### src/rtl/cflag_pkg.sv
package cflag_pkg;

  localparam int FLAG_W  = 5;
  localparam int CLASS_W = 4;

  // Operation class codes, decoded by the selector.
  localparam logic [CLASS_W-1:0] CLS_PRESET = 4'd0;
  localparam logic [CLASS_W-1:0] CLS_LOGIC  = 4'd1;
  localparam logic [CLASS_W-1:0] CLS_ADD    = 4'd2;
  localparam logic [CLASS_W-1:0] CLS_SUB    = 4'd3;
  localparam logic [CLASS_W-1:0] CLS_CMP8   = 4'd4;
  localparam logic [CLASS_W-1:0] CLS_CMP16  = 4'd5;
  localparam logic [CLASS_W-1:0] CLS_ADDX   = 4'd6;
  localparam logic [CLASS_W-1:0] CLS_SUBX   = 4'd7;
  localparam logic [CLASS_W-1:0] CLS_SHIFT  = 4'd8;
  localparam logic [CLASS_W-1:0] CLS_LAST   = CLS_SHIFT;

  // Packed flag word, X in bit 4 down to C in bit 0.
  typedef struct packed {
    logic x;
    logic n;
    logic z;
    logic v;
    logic c;
  } cflag_word_t;

endpackage

### src/rtl/cflag_lane.sv
// One arithmetic flag lane: N, Z, V and C of an add or subtract at width W,
// rebuilt from the kept result and source operand plus a carry-in.
module cflag_lane #(
  parameter int W = 32
) (
  input  logic [W-1:0] res_i,
  input  logic [W-1:0] src_i,
  input  logic         cin_i,
  input  logic         sub_i,
  output logic         n_o,
  output logic         z_o,
  output logic         v_o,
  output logic         c_o
);

  localparam int MSB = W - 1;

  logic [W-1:0] cin_ext;
  logic [W-1:0] add_lhs;   // first addend recovered for add
  logic [W-1:0] sub_lhs;   // minuend recovered for subtract
  logic [W-1:0] add_vmask;
  logic [W-1:0] sub_vmask;
  logic         add_c;
  logic         sub_c;

  assign cin_ext   = {{(W-1){1'b0}}, cin_i};
  assign add_lhs   = res_i - src_i - cin_ext;
  assign sub_lhs   = res_i + src_i + cin_ext;
  assign add_vmask = (src_i ^ res_i) & ~(add_lhs ^ src_i);
  assign sub_vmask = (sub_lhs ^ res_i) & (sub_lhs ^ src_i);

  always_comb begin
    if (cin_i) begin
      add_c = (res_i <= src_i);
      sub_c = (sub_lhs <= src_i);
    end else begin
      add_c = (res_i < src_i);
      sub_c = (sub_lhs < src_i);
    end
  end

  assign n_o = res_i[MSB];
  assign z_o = ~|res_i;
  assign v_o = sub_i ? sub_vmask[MSB] : add_vmask[MSB];
  assign c_o = sub_i ? sub_c : add_c;

endmodule

### src/rtl/cflag_select.sv
// Picks the flag word for the requested class from the lanes and the
// operand tests, applies the extend and sticky-zero policy, flags bad codes.
module cflag_select
  import cflag_pkg::*;
#(
  parameter int DATA_W = 32,
  parameter int LANES  = 3
) (
  input  logic [CLASS_W-1:0] cls_i,
  input  logic [DATA_W-1:0]  res_i,
  input  logic [DATA_W-1:0]  src_i,
  input  cflag_word_t        prev_i,
  input  logic [LANES-1:0]   lane_n_i,
  input  logic [LANES-1:0]   lane_z_i,
  input  logic [LANES-1:0]   lane_v_i,
  input  logic [LANES-1:0]   lane_c_i,
  output cflag_word_t        flags_o,
  output logic               bad_o
);

  localparam int LANE_FULL = 0;
  localparam int LANE_B    = 1;
  localparam int LANE_H    = 2;
  localparam int MSB       = DATA_W - 1;

  logic res_zero;
  logic res_neg;
  logic src_any;

  assign res_zero = ~|res_i;
  assign res_neg  = res_i[MSB];
  assign src_any  = |src_i;

  always_comb begin
    flags_o = '0;
    bad_o   = 1'b0;
    unique case (cls_i)
      CLS_PRESET: begin
        flags_o = cflag_word_t'(res_i[FLAG_W-1:0]);
      end
      CLS_LOGIC: begin
        flags_o.x = prev_i.x;
        flags_o.n = res_neg;
        flags_o.z = res_zero;
      end
      CLS_ADD, CLS_SUB: begin
        flags_o.n = lane_n_i[LANE_FULL];
        flags_o.z = lane_z_i[LANE_FULL];
        flags_o.v = lane_v_i[LANE_FULL];
        flags_o.c = lane_c_i[LANE_FULL];
        flags_o.x = lane_c_i[LANE_FULL];
      end
      CLS_CMP8: begin
        flags_o.x = prev_i.x;
        flags_o.n = lane_n_i[LANE_B];
        flags_o.z = lane_z_i[LANE_B];
        flags_o.v = lane_v_i[LANE_B];
        flags_o.c = lane_c_i[LANE_B];
      end
      CLS_CMP16: begin
        flags_o.x = prev_i.x;
        flags_o.n = lane_n_i[LANE_H];
        flags_o.z = lane_z_i[LANE_H];
        flags_o.v = lane_v_i[LANE_H];
        flags_o.c = lane_c_i[LANE_H];
      end
      CLS_ADDX, CLS_SUBX: begin
        flags_o.n = lane_n_i[LANE_FULL];
        flags_o.z = lane_z_i[LANE_FULL] & prev_i.z;
        flags_o.v = lane_v_i[LANE_FULL];
        flags_o.c = lane_c_i[LANE_FULL];
        flags_o.x = lane_c_i[LANE_FULL];
      end
      CLS_SHIFT: begin
        flags_o.n = res_neg;
        flags_o.z = res_zero;
        flags_o.c = src_any;
        flags_o.x = src_any;
      end
      default: begin
        bad_o = 1'b1;
      end
    endcase
  end

endmodule

### src/rtl/cond_flag_unit.sv
// Deferred condition flag evaluator: one register stage after the lanes.
module cond_flag_unit
  import cflag_pkg::*;
#(
  parameter int DATA_W = 32,
  parameter int BYTE_W = 8,
  parameter int HALF_W = 16
) (
  input  logic                 clk,
  input  logic                 rst_n,
  input  logic                 req_valid,
  input  logic [CLASS_W-1:0]   op_class,
  input  logic [DATA_W-1:0]    res_op,
  input  logic [DATA_W-1:0]    src_op,
  input  logic [FLAG_W-1:0]    flags_in,
  output logic [FLAG_W-1:0]    flags_out,
  output logic                 out_valid,
  output logic                 bad_class
);

  localparam int LANES = 3;

  // Reset: asserted at once, released through two flops.
  logic rst_meta_q;
  logic rst_sync_n;

  always_ff @(posedge clk or negedge rst_n) begin
    if (!rst_n) begin
      rst_meta_q <= 1'b0;
      rst_sync_n <= 1'b0;
    end else begin
      rst_meta_q <= 1'b1;
      rst_sync_n <= rst_meta_q;
    end
  end

  cflag_word_t prev_w;
  logic        full_sub;
  logic        full_cin;

  assign prev_w   = cflag_word_t'(flags_in);
  assign full_sub = (op_class == CLS_SUB) || (op_class == CLS_SUBX);
  assign full_cin = ((op_class == CLS_ADDX) || (op_class == CLS_SUBX)) & prev_w.x;

  logic [LANES-1:0] lane_n;
  logic [LANES-1:0] lane_z;
  logic [LANES-1:0] lane_v;
  logic [LANES-1:0] lane_c;

  for (genvar g = 0; g < LANES; g++) begin : g_lane
    localparam int LW = (g == 0) ? DATA_W : ((g == 1) ? BYTE_W : HALF_W);
    logic lane_cin;
    logic lane_sub;
    if (g == 0) begin : g_full
      assign lane_cin = full_cin;
      assign lane_sub = full_sub;
    end else begin : g_cmp
      assign lane_cin = 1'b0;
      assign lane_sub = 1'b1;
    end
    cflag_lane #(.W(LW)) u_lane (
      .res_i (res_op[LW-1:0]),
      .src_i (src_op[LW-1:0]),
      .cin_i (lane_cin),
      .sub_i (lane_sub),
      .n_o   (lane_n[g]),
      .z_o   (lane_z[g]),
      .v_o   (lane_v[g]),
      .c_o   (lane_c[g])
    );
  end

  cflag_word_t sel_flags;
  logic        sel_bad;

  cflag_select #(.DATA_W(DATA_W), .LANES(LANES)) u_sel (
    .cls_i    (op_class),
    .res_i    (res_op),
    .src_i    (src_op),
    .prev_i   (prev_w),
    .lane_n_i (lane_n),
    .lane_z_i (lane_z),
    .lane_v_i (lane_v),
    .lane_c_i (lane_c),
    .flags_o  (sel_flags),
    .bad_o    (sel_bad)
  );

  // Next state
  logic [FLAG_W-1:0] flags_d, flags_q;
  logic              vld_d, vld_q;
  logic              bad_d, bad_q;

  always_comb begin
    flags_d = flags_q;
    if (req_valid) begin
      flags_d = sel_flags;
    end
    vld_d = req_valid;
    bad_d = req_valid & sel_bad;
  end

  // Registers
  always_ff @(posedge clk or negedge rst_sync_n) begin
    if (!rst_sync_n) begin
      flags_q <= '0;
      vld_q   <= 1'b0;
      bad_q   <= 1'b0;
    end else begin
      flags_q <= flags_d;
      vld_q   <= vld_d;
      bad_q   <= bad_d;
    end
  end

  assign flags_out = flags_q;
  assign out_valid = vld_q;
  assign bad_class = bad_q;

endmodule

### config.mk
export PLATFORM = sky130hd
export DESIGN_NAME = cond_flag_unit
export DESIGN_NICKNAME = d
export VERILOG_FILES = /design/src/rtl/cflag_pkg.sv /design/src/rtl/cflag_lane.sv /design/src/rtl/cflag_select.sv /design/src/rtl/cond_flag_unit.sv
export SDC_FILE = /design/constraint.sdc
export NUM_CORES = 1
export LEC_CHECK = 0
export ABC_CLOCK_PERIOD_IN_PS = 900
export BUFFER_PORTS_ARGS = -buffer_cell sky130_fd_sc_hd__buf_2
export CAP_MARGIN = 20
export CORE_UTILIZATION = 44
export DETAILED_ROUTE_END_ITERATION = 7
export HOLD_SLACK_MARGIN = 0.05
export SLEW_MARGIN = 20
export SYNTH_ARGS = -nofsm -noshare
export SYNTH_HDL_FRONTEND = slang
export SYNTH_HIERARCHICAL = 1
export SYNTH_SLANG_ARGS = --single-unit
### constraint.sdc
create_clock -name clk -period 0.9 [get_ports clk]
set_input_delay 0.225 -clock clk [delete_from_list [all_inputs] [get_ports clk]]
set_output_delay 0.225 -clock clk [all_outputs]
set_load 0.02 [all_outputs]
==> run metrics <==
status=finished, violations left; failing checks=negative setup slack; max-cap violation count=0; routability cong.=0.967; first-pass GRT wire length=45700 microns; Final setup viols=13; Tot Pwr=9.70 mW; Layout Utilization=between 60% and 70%; Crit Reg-Reg Endpoint=flags_out[4]$_DFFE_PN0P_; fillcell total=approximately 1700; Hold Violations, Final=0; Root Driver=clkbuf_16; Synth cell types=84; TritonCTS clock tree=built; critical path class=input port to flip-flop; # DRC=0; YS warnings=6; wire length on met2=around 13000 microns; switching part of the total power=45.1%; met1 wire length=13100 microns; DR vias=9540; peak supply drop=approximately 0.0012 V; Core Region=18800 sq um; P_int=between 5 and 6 mW; worst path arrival time=4640 ps; ANT nets after route=0; largest net degree at the start of global routing=13; detailed-route wire length=around 28000 microns; worst-case reg-to-reg path depth=1; Switch Pwr=4.38 mW; Combinational Power Share=87.1%; Setup Skew=0.830 ps; critical path data required time=between 1000 and 1500 ps; Rel. slew slack=51.2%; Initial DRC Count=approximately 570; Critical Path Sink Type=flip-flop; die height=141 microns; clk buf depth=2; wire per inst=15.6 microns; Clock Sinks=9; Synth area leader=ha_1; Ports=slightly above 80; post-detail-place hpwl=24800 microns; LEAKAGE=approximately 6.8 nW; die width=141 microns; synth top area cells=ha_1 (38%), inv_1 (9.8%), a21oi_1 (5.2%); Starting Density=45.1%; most frequent cells in the layout=buf_4 (384), ha_1 (253), inv_1 (219); vias in the first global route=approximately 9400; DR WL met3=roughly 1300 microns; TritonRoute pass-1 iters=6; sequential power share=between 4 and 5%; Synth Instances=between 1000 and 1500; register area share after synthesis=roughly 2.7%; initial antenna violation count=0; EDFF count, synth=0; synthesis-stage register bit count=9; ys async rst share=100%; crit path launch type=input port; Slew Limit Fails=0; CTS Buf Count=3; CP startpoint=op_class[1]; Worst Max-Slew Pin Slew=726 ps; fin crit period=4470 ps; post-route setup slack=-3570 ps; # port buffers=79; commonest non-fill, non-tap cell in the layout=buf_4; final period utilization=497%; RSZ-0062 raised after global routing=yes; remaining global-route overflow=0; n_diodes=0; Finished Layout Cells=1817; Worst-Skew Late Latency=230 ps; Setup crit end=flags_out[0]$_DFFE_PN0P_; Layout Area Growth over Synthesis=47.9%; FP Rows=50; f_max=roughly 220 MHz; R2R Path Start=flags_out[4]$_DFFE_PN0P_; Synth Flop Type=dfrtp_1; vias per std cell=5.25; fin nets=~1900; Syn Area/Cell=roughly 7.6 sq um; worst min path class=flip-flop to asynchronous set/reset pin; CTS clk-pin slew, worst paths=40 ps; placed cell count=1805; worst-path fanout max=2; max layer used=met4; P per Cell Area=775 nW/um^2; clock share of power=~8.0%; Post-Syn Area=around 8500 sq um; die area=19800 sq um; Reg2Reg Setup Slack=about 120 ps; All-Layer GR Usage=28.6%; share of layout cells above drive strength 1=a little over a third; # H-tree levels=1; Yosys top cell area share=37.7%
==> metal layers <==
metal | vias up | track usage [%]
met5 | - | 0
met4 | 0 | 7.67
met2 | 256 | 50.1
met1 | 4408 | 37.7
li1 | 4828 | -
met3 | 48 | 2.04
==> synthesized netlist by cell type (all sizes together) (7+ instances only) <==
master,n
mux2,8
nand2b,11
nor4,36
a221oi,9
ha,255
dfrtp,9
clkbuf,9
inv,227
fa,9
o21ai,50
nand2,34
a21oi,90
a21o,25
buf,9
nand3,17
nor3,19
nor2b,20
nor2,53
o31ai,7
xnor2,49
o211ai,14
o21bai,22
a211oi,12
nand4,39
==> metrics by stage <==
stage	cell area, sq um	setup TNS (ps)	setup WS (ps)	hold WS [ps]
2_1_floorplan	8560	-9460	-3260	-70.6
3_3_place_gp	12000	-12420	-3710	10.9
3_5_place_dp	12000	-12780	-3850	14.5
4_1_cts	12300	-11240	-3550	129
5_1_grt	12500	-12080	-3770	153
6_report	12500	-11360	-3570	119
==> registers in the layout (all words and copies together), names as in the netlist <==
name / cells
flags_out: 5
bad_class: 1
out_valid: 1
rst_meta_q: 1
rst_sync_n: 1
==> worst min-delay path by stage <==
stage,from,to,slack (ps),cells after the start
after floorplan,rst_n,rst_meta_q$_DFF_PN0_,-70,0
after global placement,rst_n,rst_meta_q$_DFF_PN0_,10,1
after detailed placement,rst_n,rst_meta_q$_DFF_PN0_,10,1
after CTS,rst_sync_n$_DFF_PN0_,out_valid$_DFF_PN0_,130,0
after global routing,rst_sync_n$_DFF_PN0_,flags_out[1]$_DFFE_PN0P_,150,0
final,rst_sync_n$_DFF_PN0_,out_valid$_DFF_PN0_,120,0
==> logic make-up after synthesis <==
family	share of synthesized area [%]
AOI/OAI and AO/OA	22.7
buffers and inverters	11.2
adders and majority gates	39.8
xor gates and xnor gates	5.59
and+or+nand+nor	16.2
other	0.0888
DFF	2.66
muxes	1.70
==> power by group through the flow <==
stage                     Combinational (mW)  Sequential, mW  Clock, mW
final                                   8.45           0.478      0.775
after global routing                    9.34           0.483      0.804
after CTS                               8.23           0.477      0.789
after detailed placement                7.97           0.473          0
after global placement                  7.85           0.472          0
after floorplan                         4.28           0.512          0
==> final cells by class <==
class,instances,area [sq um],share of cell area [%]
well taps,234,293,2.34
flip-flops and latches,9,225,1.80
inverters,227,852,6.81
clock buffers,4,78.8,0.630
repair buffers,470,3460,27.7
multi-input cells,873,7600,60.8
==> critical path: stages <==
cell	delay, ps
buf_2	110
and4b_2	260
fa_2	350
inv_2	70
fa_2	230
o21bai_4	70
a211oi_2	230
o211ai_2	140
o21ai_2	100
o21ai_2	120
a2111oi_4	410
nor2_2	70
a221o_1	340
xnor2_1	130
ha_1	290
nand4_1	150
nor2_2	120
buf_4	130
nand3_4	70
o41ai_2	230
a21oi_1	90
a2bb2oi_2	170
inv_2	60
a21oi_2	160
o21ai_1	90
nand2_1	70
mux2_2	140
==> what timing repair did <==
action | in CTS | in global routing
buffers inserted | 2 | 6
gates resized for setup | 51 | 30
pin swaps | 18 | 22
endpoints found under the hold margin | 2 | 0
gates cloned | 0 | 0
hold buffers | 1 | 0
setup endpoints to repair | 13 | 13
Power figures use the tool's default switching activity.
